### config.mk
export PLATFORM = sky130hd
export DESIGN_NAME = bft_dual_up_switch
export DESIGN_NICKNAME = d
export VERILOG_FILES = /design/src/rtl/bft_pkg.sv /design/src/rtl/bft_route_dec.sv /design/src/rtl/bft_up_toggle.sv /design/src/rtl/bft_alloc.sv /design/src/rtl/bft_dual_up_switch.sv
export SDC_FILE = /design/constraint.sdc
export NUM_CORES = 1
export LEC_CHECK = 0
export BUFFER_PORTS_ARGS = -buffer_cell sky130_fd_sc_hd__buf_2
export CELL_PAD_IN_SITES_DETAIL_PLACEMENT = 0
export CELL_PAD_IN_SITES_GLOBAL_PLACEMENT = 1
export CORE_MARGIN = 3
export CORE_UTILIZATION = 43
export CTS_CLUSTER_DIAMETER = 100
export DETAILED_ROUTE_END_ITERATION = 6
export HOLD_SLACK_MARGIN = 0.1
export PLACE_DENSITY_LB_ADDON = 0.1
export SLEW_MARGIN = 20
export SYNTH_ARGS = -nofsm -noshare
export SYNTH_HDL_FRONTEND = slang
export SYNTH_SLANG_ARGS = --single-unit
export TNS_END_PERCENT = 20
### constraint.sdc
create_clock -name clk -period 8.4 [get_ports clk]
set_input_delay 0.84 -clock clk [delete_from_list [all_inputs] [get_ports clk]]
set_output_delay 0.84 -clock clk [all_outputs]
set_load 0.01 [all_outputs]
### src/rtl/bft_pkg.sv
package bft_pkg;
    localparam int NLINK = 4;

    typedef enum logic [1:0] {
        LINK_L  = 2'd0,
        LINK_R  = 2'd1,
        LINK_UA = 2'd2,
        LINK_UB = 2'd3
    } link_e;

    typedef enum logic {
        UP_PICK_A = 1'b0,
        UP_PICK_B = 1'b1
    } up_state_e;
endpackage

### src/rtl/bft_route_dec.sv
module bft_route_dec #(
    parameter int          ADDR_W    = 4,
    parameter int          LVL       = 1,
    parameter int unsigned SW_PREFIX = 1,
    parameter bit          IS_CHILD  = 1'b1
) (
    input  logic [ADDR_W-1:0] addr,
    output logic              want_up,
    output logic              down_dir
);
    localparam int              SHIFT   = LVL + 1;
    localparam logic [ADDR_W-1:0] OWN_PFX = ADDR_W'(SW_PREFIX);

    logic [ADDR_W-1:0] dst_pfx;

    always_comb begin
        dst_pfx  = addr >> SHIFT;
        down_dir = addr[LVL];
        if (IS_CHILD) begin
            want_up = (dst_pfx != OWN_PFX);
        end else begin
            want_up = 1'b0;
        end
    end
endmodule

### src/rtl/bft_up_toggle.sv
module bft_up_toggle
    import bft_pkg::*;
(
    input  logic clk,
    input  logic rst_n,
    input  logic single_up,
    output logic prefer_ub
);
    up_state_e st, st_nx;

    always_ff @(posedge clk or negedge rst_n) begin
        if (!rst_n) begin
            st <= UP_PICK_A;
        end else begin
            st <= st_nx;
        end
    end

    always_comb begin
        st_nx = st;
        unique case (st)
            UP_PICK_A: if (single_up) st_nx = UP_PICK_B;
            UP_PICK_B: if (single_up) st_nx = UP_PICK_A;
            default:   st_nx = UP_PICK_A;
        endcase
    end

    always_comb begin
        unique case (st)
            UP_PICK_A: prefer_ub = 1'b0;
            UP_PICK_B: prefer_ub = 1'b1;
            default:   prefer_ub = 1'b0;
        endcase
    end


    toggle_flip_chk: assert property (@(posedge clk) disable iff (!rst_n)
        single_up |=> (prefer_ub != $past(prefer_ub)));
endmodule

### src/rtl/bft_alloc.sv
module bft_alloc
    import bft_pkg::*;
(
    input  logic [NLINK-1:0]   vld,
    input  logic [NLINK-1:0]   defl,
    input  logic [NLINK-1:0]   want_up,
    input  logic [NLINK-1:0]   down_dir,
    input  logic               prefer_ub,
    output logic [2*NLINK-1:0] src_idx,
    output logic [NLINK-1:0]   used,
    output logic [NLINK-1:0]   prod
);
    always_comb begin
        logic [NLINK-1:0] busy;
        logic [1:0]       cur;
        logic [1:0]       pa;
        logic [1:0]       pb;
        logic [1:0]       take;
        logic             two_way;
        logic             ok;
        busy    = '0;
        src_idx = '0;
        prod    = '0;
        cur     = '0;
        pa      = '0;
        pb      = '0;
        take    = '0;
        two_way = 1'b0;
        ok      = 1'b0;
        // pass 0 serves marked packets, pass 1 the rest; order up-A, up-B, L, R
        for (int pass = 0; pass < 2; pass++) begin
            for (int k = 0; k < NLINK; k++) begin
                cur = 2'(k + 2);
                if (vld[cur] && (defl[cur] == (pass == 0))) begin
                    if (want_up[cur]) begin
                        pa      = prefer_ub ? LINK_UB : LINK_UA;
                        pb      = prefer_ub ? LINK_UA : LINK_UB;
                        two_way = 1'b1;
                    end else begin
                        pa      = down_dir[cur] ? LINK_R : LINK_L;
                        pb      = pa;
                        two_way = 1'b0;
                    end
                    ok = 1'b1;
                    if (!busy[pa]) begin
                        take = pa;
                    end else if (two_way && !busy[pb]) begin
                        take = pb;
                    end else begin
                        ok = 1'b0;
                        if (!busy[cur]) begin
                            take = cur;
                        end else begin
                            take = '0;
                            for (int j = NLINK - 1; j >= 0; j--) begin
                                if (!busy[j]) take = 2'(j);
                            end
                        end
                    end
                    busy[take]                   = 1'b1;
                    src_idx[int'(take)*2 +: 2]   = cur;
                    prod[take]                   = ok;
                end
            end
        end
        used = busy;
    end
endmodule

### src/rtl/bft_dual_up_switch.sv
module bft_dual_up_switch
    import bft_pkg::*;
#(
    parameter int          ADDR_W    = 4,
    parameter int          DATA_W    = 8,
    parameter int          LVL       = 1,
    parameter int unsigned SW_PREFIX = 1
) (
    input  logic                    clk,
    input  logic                    rst_n,
    input  logic [NLINK-1:0]        in_vld,
    input  logic [NLINK-1:0]        in_defl,
    input  logic [NLINK*ADDR_W-1:0] in_addr,
    input  logic [NLINK*DATA_W-1:0] in_data,
    output logic [NLINK-1:0]        out_vld,
    output logic [NLINK-1:0]        out_defl,
    output logic [NLINK*ADDR_W-1:0] out_addr,
    output logic [NLINK*DATA_W-1:0] out_data
);
    logic [ADDR_W-1:0]  a_in [NLINK];
    logic [DATA_W-1:0]  d_in [NLINK];
    logic [ADDR_W-1:0]  a_mux[NLINK];
    logic [DATA_W-1:0]  d_mux[NLINK];
    logic [NLINK-1:0]   up_req;
    logic [NLINK-1:0]   dn_dir;
    logic [2*NLINK-1:0] src_idx;
    logic [NLINK-1:0]   used;
    logic [NLINK-1:0]   prod;
    logic               prefer_ub;
    logic               single_up;

    for (genvar g = 0; g < NLINK; g++) begin : g_link
        assign a_in[g] = in_addr[g*ADDR_W +: ADDR_W];
        assign d_in[g] = in_data[g*DATA_W +: DATA_W];

        bft_route_dec #(
            .ADDR_W(ADDR_W), .LVL(LVL), .SW_PREFIX(SW_PREFIX),
            .IS_CHILD(g < 2)
        ) u_dec (
            .addr    (a_in[g]),
            .want_up (up_req[g]),
            .down_dir(dn_dir[g])
        );

        // four-way output select: other child, either parent, or own turn-back
        always_comb begin
            unique case (src_idx[g*2 +: 2])
                2'd0:    begin a_mux[g] = a_in[0]; d_mux[g] = d_in[0]; end
                2'd1:    begin a_mux[g] = a_in[1]; d_mux[g] = d_in[1]; end
                2'd2:    begin a_mux[g] = a_in[2]; d_mux[g] = d_in[2]; end
                default: begin a_mux[g] = a_in[3]; d_mux[g] = d_in[3]; end
            endcase
        end

        always_ff @(posedge clk) begin
            out_addr[g*ADDR_W +: ADDR_W] <= a_mux[g];
            out_data[g*DATA_W +: DATA_W] <= d_mux[g];
        end
    end

    assign single_up = (in_vld[0] && up_req[0]) ^ (in_vld[1] && up_req[1]);

    bft_up_toggle u_tog (
        .clk      (clk),
        .rst_n    (rst_n),
        .single_up(single_up),
        .prefer_ub(prefer_ub)
    );

    bft_alloc u_alloc (
        .vld      (in_vld),
        .defl     (in_defl),
        .want_up  (up_req),
        .down_dir (dn_dir),
        .prefer_ub(prefer_ub),
        .src_idx  (src_idx),
        .used     (used),
        .prod     (prod)
    );

    always_ff @(posedge clk or negedge rst_n) begin
        if (!rst_n) begin
            out_vld  <= '0;
            out_defl <= '0;
        end else begin
            out_vld  <= used;
            out_defl <= used & ~prod;
        end
    end

    logic ua_dir;
    assign ua_dir = in_addr[2*ADDR_W + LVL];


    reset_clears_chk: assert property (@(posedge clk)
        !rst_n |=> (out_vld == '0));


    count_conserve_chk: assert property (@(posedge clk) disable iff (!rst_n)
        1'b1 |=> ($countones(out_vld) == $countones($past(in_vld))));


    top_priority_chk: assert property (@(posedge clk) disable iff (!rst_n)
        (in_vld[2] && in_defl == '0) |=>
        (($past(ua_dir) ? out_vld[1] : out_vld[0]) && !$past(ua_dir) == !out_vld[1] | out_vld[0]));


    both_climb_chk: assert property (@(posedge clk) disable iff (!rst_n)
        (in_vld == 4'b0011 && up_req[1:0] == 2'b11) |=>
        (out_vld == 4'b1100 && out_defl == '0));
endmodule

# Word level (Yosys, flattened, before mapping)

Index checks and enable logic that the tools add are counted.

$add $sub $neg: 8
Magnitude comparators: 28
Eq/ne operators: 10
Shift-type cells: 16
Muxes and demuxes: 198
Bitwise logic cells: 17
Reductions and logical operators: 38

Operators with widths:

| operator                                                                      | number |
|---|---|
| 3-bit negator with 33-bit output                                              | 8 |
| 2-bit by 33-bit variable shift with 8-bit output (first input constant)       | 8 |
| 2-bit by 33-bit variable part select with 8-bit output (first input constant) | 8 |
| 2-bit two-way mux                                                             | 68 |
| 8-bit case mux with 3 select lines                                            | 4 |
| 4-bit two-way mux                                                             | 16 |
| 8-bit two-way mux                                                             | 8 |
| 1-bit two-way mux                                                             | 62 |
| 2-bit by 3-bit less-than comparator with 1-bit output (second input constant) | 20 |
| 8-bit bitwise mux                                                             | 7 |
| 4-bit case mux with 3 select lines                                            | 4 |
| 4-bit bitwise mux                                                             | 7 |
| 4-bit OR                                                                      | 7 |
| 1-bit logical AND                                                             | 26 |
| 1-bit binary-select mux with 2-bit select                                     | 12 |
| 1-bit demux with 2-bit select                                                 | 8 |
| 2-bit by 1-bit >= comparator with 1-bit output (second input constant)        | 8 |
| 4-bit AND                                                                     | 2 |
| 8-bit AND                                                                     | 1 |
| 2-bit by 1-bit equality test with 1-bit output (second input constant)        | 4 |
| 2-bit equality test (second input constant)                                   | 4 |
| 1-bit zero test                                                               | 8 |
| 2-bit zero test                                                               | 4 |
| 1-bit NOT                                                                     | 5 |
| 4 further kinds                                                               | 6 |

Flip-flop bits (word level): 57
Input bits: 58
Output and inout bits: 56
Logic and storage cells: 326

# Longest topological paths before layout

Depth in word-level cells: 107
Depth in mapped cells: 22

# Cells and area by module

From an unflattened synthesis, not the netlist that was laid out.

Cell total of the unflattened synthesis: 472
Area, all modules: 4,835.9 sq um

By module, submodules not included:

| module                               | times used | cells each | area each (sq um) |
|---|---|---|---|
| bft_dual_up_switch                   | 1          | 119        | 2,378.5 |
| bft_alloc                            | 1          | 341        | 2,358.5 |
| bft_route_dec at g_link[2].u_dec ... | 2          | 3          | 18.8 |
| bft_up_toggle                        | 1          | 2          | 33.8 |
| bft_route_dec at g_link[0].u_dec ... | 2          | 2          | 13.8 |

# Worst setup path before layout

OpenSTA, ideal clock, no wires.

Path type: in2reg
Start: input in_addr[9]
End: register out_addr[8]
Arrival time: 4.938 ns
Setup slack: 3.335 ns
Stages on the path: 20
Path buffers: 3
Cells stage by stage: buf_4 > and3b_1 > buf_4 > o31ai_4 > a311o_2 > o2111ai_4 > o21ai_2 > a21oi_4 > a31oi_2 > or3_4 > a311o_1 > o32ai_4 > o211ai_2 > a31oi_4 > nor2_2 > and3_1 > a21o_1 > buf_6 > and3_1 > or3b_1

RTL lines:

| element                         | RTL line                 | text |
|---|---|---|
| from (decl)                     | bft_dual_up_switch.sv:13 | `input logic [NLINK*ADDR_W-1:0] in_addr,` |
| to (signal, indexed assignment) | bft_dual_up_switch.sv:56 | `out_addr[g*ADDR_W +: ADDR_W] <= a_mux[g];` |
| to (decl)                       | bft_dual_up_switch.sv:17 | `output logic [NLINK*ADDR_W-1:0] out_addr,` |

==> insert_results.sql <==
INSERT INTO impl_metrics (metric_group, metric, value, unit) VALUES
('layout', 'final_common_cell', 'sky130_fd_sc_hd__buf_2', ''),
('critical_path', 'path_class', 'input port to register', ''),
('clocking', 'cts.reportedPaths.clkPinSlew', '70', 'ps'),
('floorplan', 'fp.dieArea', '0.0119', 'mm^2'),
('timing', 'grt_setup_unrepaired', 'no', ''),
('critical_path', 'crit_path_max_fanout', '20', ''),
('drt', 'drt-pass1-iter-count', '6', ''),
('critical_path', 'cp_data_required_time', '8620', 'ps'),
('yosys', 'synth_edf_count', '0', ''),
('layout', 'stdcell_count', '781', ''),
('clocking', 'tritoncts_buffer_count', '9', ''),
('yosys', 'synth_sequential_area_ratio', '26.0', '%'),
('clocking', 'clock_insertion_delay_worst_skew', '350', 'ps'),
('drt', 'drt-vias-per-instance', '6.43', ''),
('layout', 'syn2layout_area_growth', '17.4', '%'),
('critical_path', 'arrival', '6740', 'ps'),
('floorplan', 'dieWidth', '109', 'um'),
('yosys', 'synth_largest_area_cell', 'sky130_fd_sc_hd__dfxtp_1', ''),
('drt', 'drt_drc_violations_left', '0', ''),
('place', 'detailed_place.area', '0.00514', 'mm^2'),
('yosys', 'fraction_of_the_mapped_netlist_area_in_compound_gates', '35.5', '%'),
('clocking', 'ctsRootBufferMaster', 'sky130_fd_sc_hd__clkbuf_8', ''),
('floorplan', 'core.rowCount', '36', ''),
('critical_path', 'timing.critical_path.max_delay_family', 'simple AND/OR/NAND/NOR gates', ''),
('yosys', 'synth_ff_type', 'sky130_fd_sc_hd__dfxtp_1', ''),
('yosys', 'synth_nets', '612', ''),
('place', 'hpwlAfterDp', '12300', 'um'),
('timing', 'hold_viol', '0', ''),
('status', 'outcome', 'finished, final reports clean', ''),
('timing', 'maxSlewViolCount', '0', ''),
('drt', 'antenna_left', '0', ''),
('critical_path', 'critical_path.n_buffers_inverters', '1', ''),
('clocking', 'post_cts.repair.setup_buffers', '0', ''),
('layout', 'final_nets', '701', ''),
('critical_path', 'crit_path_top_delay_cell', 'sky130_fd_sc_hd__and3_1', ''),
('critical_path', 'worstSetupStartpointType', 'input port', ''),
('yosys', 'main_combinational_cell_family_by_area_after_synthesis', 'compound AO/OA/AOI/OAI gates', ''),
('timing', 'slew-limit-headroom', '27.9', '%'),
('place', 'place_worst_setup_slack', '1730', 'ps'),
('power_and_ir_drop', 'power.total', '1.25', 'mW'),
('drt', 'detailroute.via_count', '5025', ''),
('yosys', 'synth_xor_xnor_area_share', '0.988', '%'),
('timing', 'final.min_clock_period', '6520', 'ps'),
('drt', 'routed_wirelength', '17100', 'um'),
('critical_path', 'worstPathCellList', 'buf_2, nand2b_1, nand2_1, or3_1, o211ai_2, o21ai_2, a21oi_4, or3_1, a21oi_1, and3_1, nor2_1, o21a_1, o22ai_2, o2bb2ai_2, nor3_1, a21o_1, nor2_1, or3b_1', ''),
('power_and_ir_drop', 'ir_drop', '0.000111', 'V'),
('place', 'gp_congestion', '1.01', ''),
('yosys', 'synth_cell_types', '89', ''),
('grt', 'grt_use_total', '29.2', '%'),
('yosys', 'synth_top_cells_by_area', 'sky130_fd_sc_hd__dfxtp_1 21%, sky130_fd_sc_hd__mux2i_1 6.4%, sky130_fd_sc_hd__dfrtp_1 4.9%', ''),
('clocking', 'post_cts.resized_instances', '0', ''),
('clocking', 'cts_max_level', '3', ''),
('timing', 'finalWorstSetupSlack', '1880', 'ps'),
('layout', 'multi_input_area', '0.00317', 'mm^2'),
('grt', 'grt_pass1_wl', '26500', 'um'),
('grt', 'antenna_found_initial', '0', ''),
('critical_path', 'critPathCaptureType', 'register', ''),
('timing', 'final-setup-viol-count', '0', ''),
('yosys', 'muxShareOfSynthArea', '6.37', '%'),
('yosys', 'mean_post_synth_cell_area', '8.23', 'um^2'),
('critical_path', 'r2r_slack', '2180', 'ps'),
('clocking', 'cts_tree', 'yes', ''),
('yosys', 'yosys_register_bits', '57', ''),
('yosys', 'simple_gate_share_of_the_synthesized_area', '26.0', '%'),
('drt', 'routed_wire_length_per_instance', '21.9', 'um'),
('critical_path', 'reg2reg_depth', '17', ''),
('floorplan', 'initial_core_util', '45.4', '%'),
('layout', 'filler_cell_count', '983', ''),
('grt', 'grt_overflow_total', '0', ''),
('timing', 'final.setup_skew', '7.12', 'ps'),
('yosys', 'synth_cells', '554', '');
[where the power goes]
part / leakage, nW / switching (mW) / internal (mW)
Combinational: 1.67 / 0.386 / 0.227
Clock: 0.101 / 0.119 / 0.141
Sequential: 0.516 / 0.0266 / 0.350
Total: 2.29 / 0.532 / 0.718
[area by class of cell]
| cell class | count | share of cell area [%] |
|---|---|---|
| multi-input combinational | 451 | 59.3 |
| sequential | 57 | 22.2 |
| timing repair buffer | 118 | 11.3 |
| clock buffer | 13 | 3.37 |
| tap | 133 | 3.11 |
| inverter | 6 | 0.421 |
| clock inverter | 3 | 0.397 |
[cells by family (layout without fill, tap and decap cells)]
family,count (synthesis),in the layout
compound gates,210,210
simple gates,209,209
flops,57,57
buf+inv,46,140
mux,29,29
xor+xnor,3,3
[registers in the layout (all words and copies together) (netlist names)]
name,flops
out_vld,4
out_addr,16
out_defl,4
u_tog.st,1
out_data,32
[stage by stage]
stage | hold WS, ps | util (%)
floorplan | 544 | -
global placement | 680 | 51.1
detailed placement | 673 | 51.1
CTS | 313 | 53.1
global route | 316 | 53.3
finish | 317 | 53.3
[cell usage after synthesis (all sizes together) (3+ instances only)]
master / instances
nor3b: 3
nand4: 6
o21ai: 32
dfxtp: 48
clkbuf: 25
a21oi: 46
a31oi: 18
o21a: 3
a32o: 3
o221ai: 3
o32ai: 6
o22ai: 16
a32oi: 3
nand2b: 11
nor2b: 15
o211ai: 9
a222oi: 11
or3: 3
nor2: 39
nor3: 9
and2: 18
o31ai: 8
or2: 7
buf: 15
and2b: 3
a21o: 3
o2111ai: 3
nand2: 29
nand3: 32
a211oi: 26
mux2i: 29
and3: 16
inv: 6
and3b: 3
dfrtp: 9
or3b: 9
[layer usage]
layer  wire, um  track usage (%)  vias up
met4        284             8.48        0
met3       1880             6.81       28
met1       7050             40.2     2372
met5          0                0        -
li1           -                -     2337
met2       7870             45.4      288
[how the worst max path moves through the flow]
stage,cells after the start,slack (ps),endpoint,startpoint
after detailed placement,18,1730,out_data[19]$_DFF_P_,in_addr[9]
after global routing,18,1520,out_data[22]$_DFF_P_,in_addr[9]
after floorplan,20,3330,out_addr[8]$_DFF_P_,in_addr[9]
after global placement,18,1670,out_data[23]$_DFF_P_,in_addr[13]
after CTS,18,2050,out_data[22]$_DFF_P_,in_addr[9]
final,18,1880,out_data[22]$_DFF_P_,in_addr[7]
Note: power is estimated with default switching activity, not from simulation.
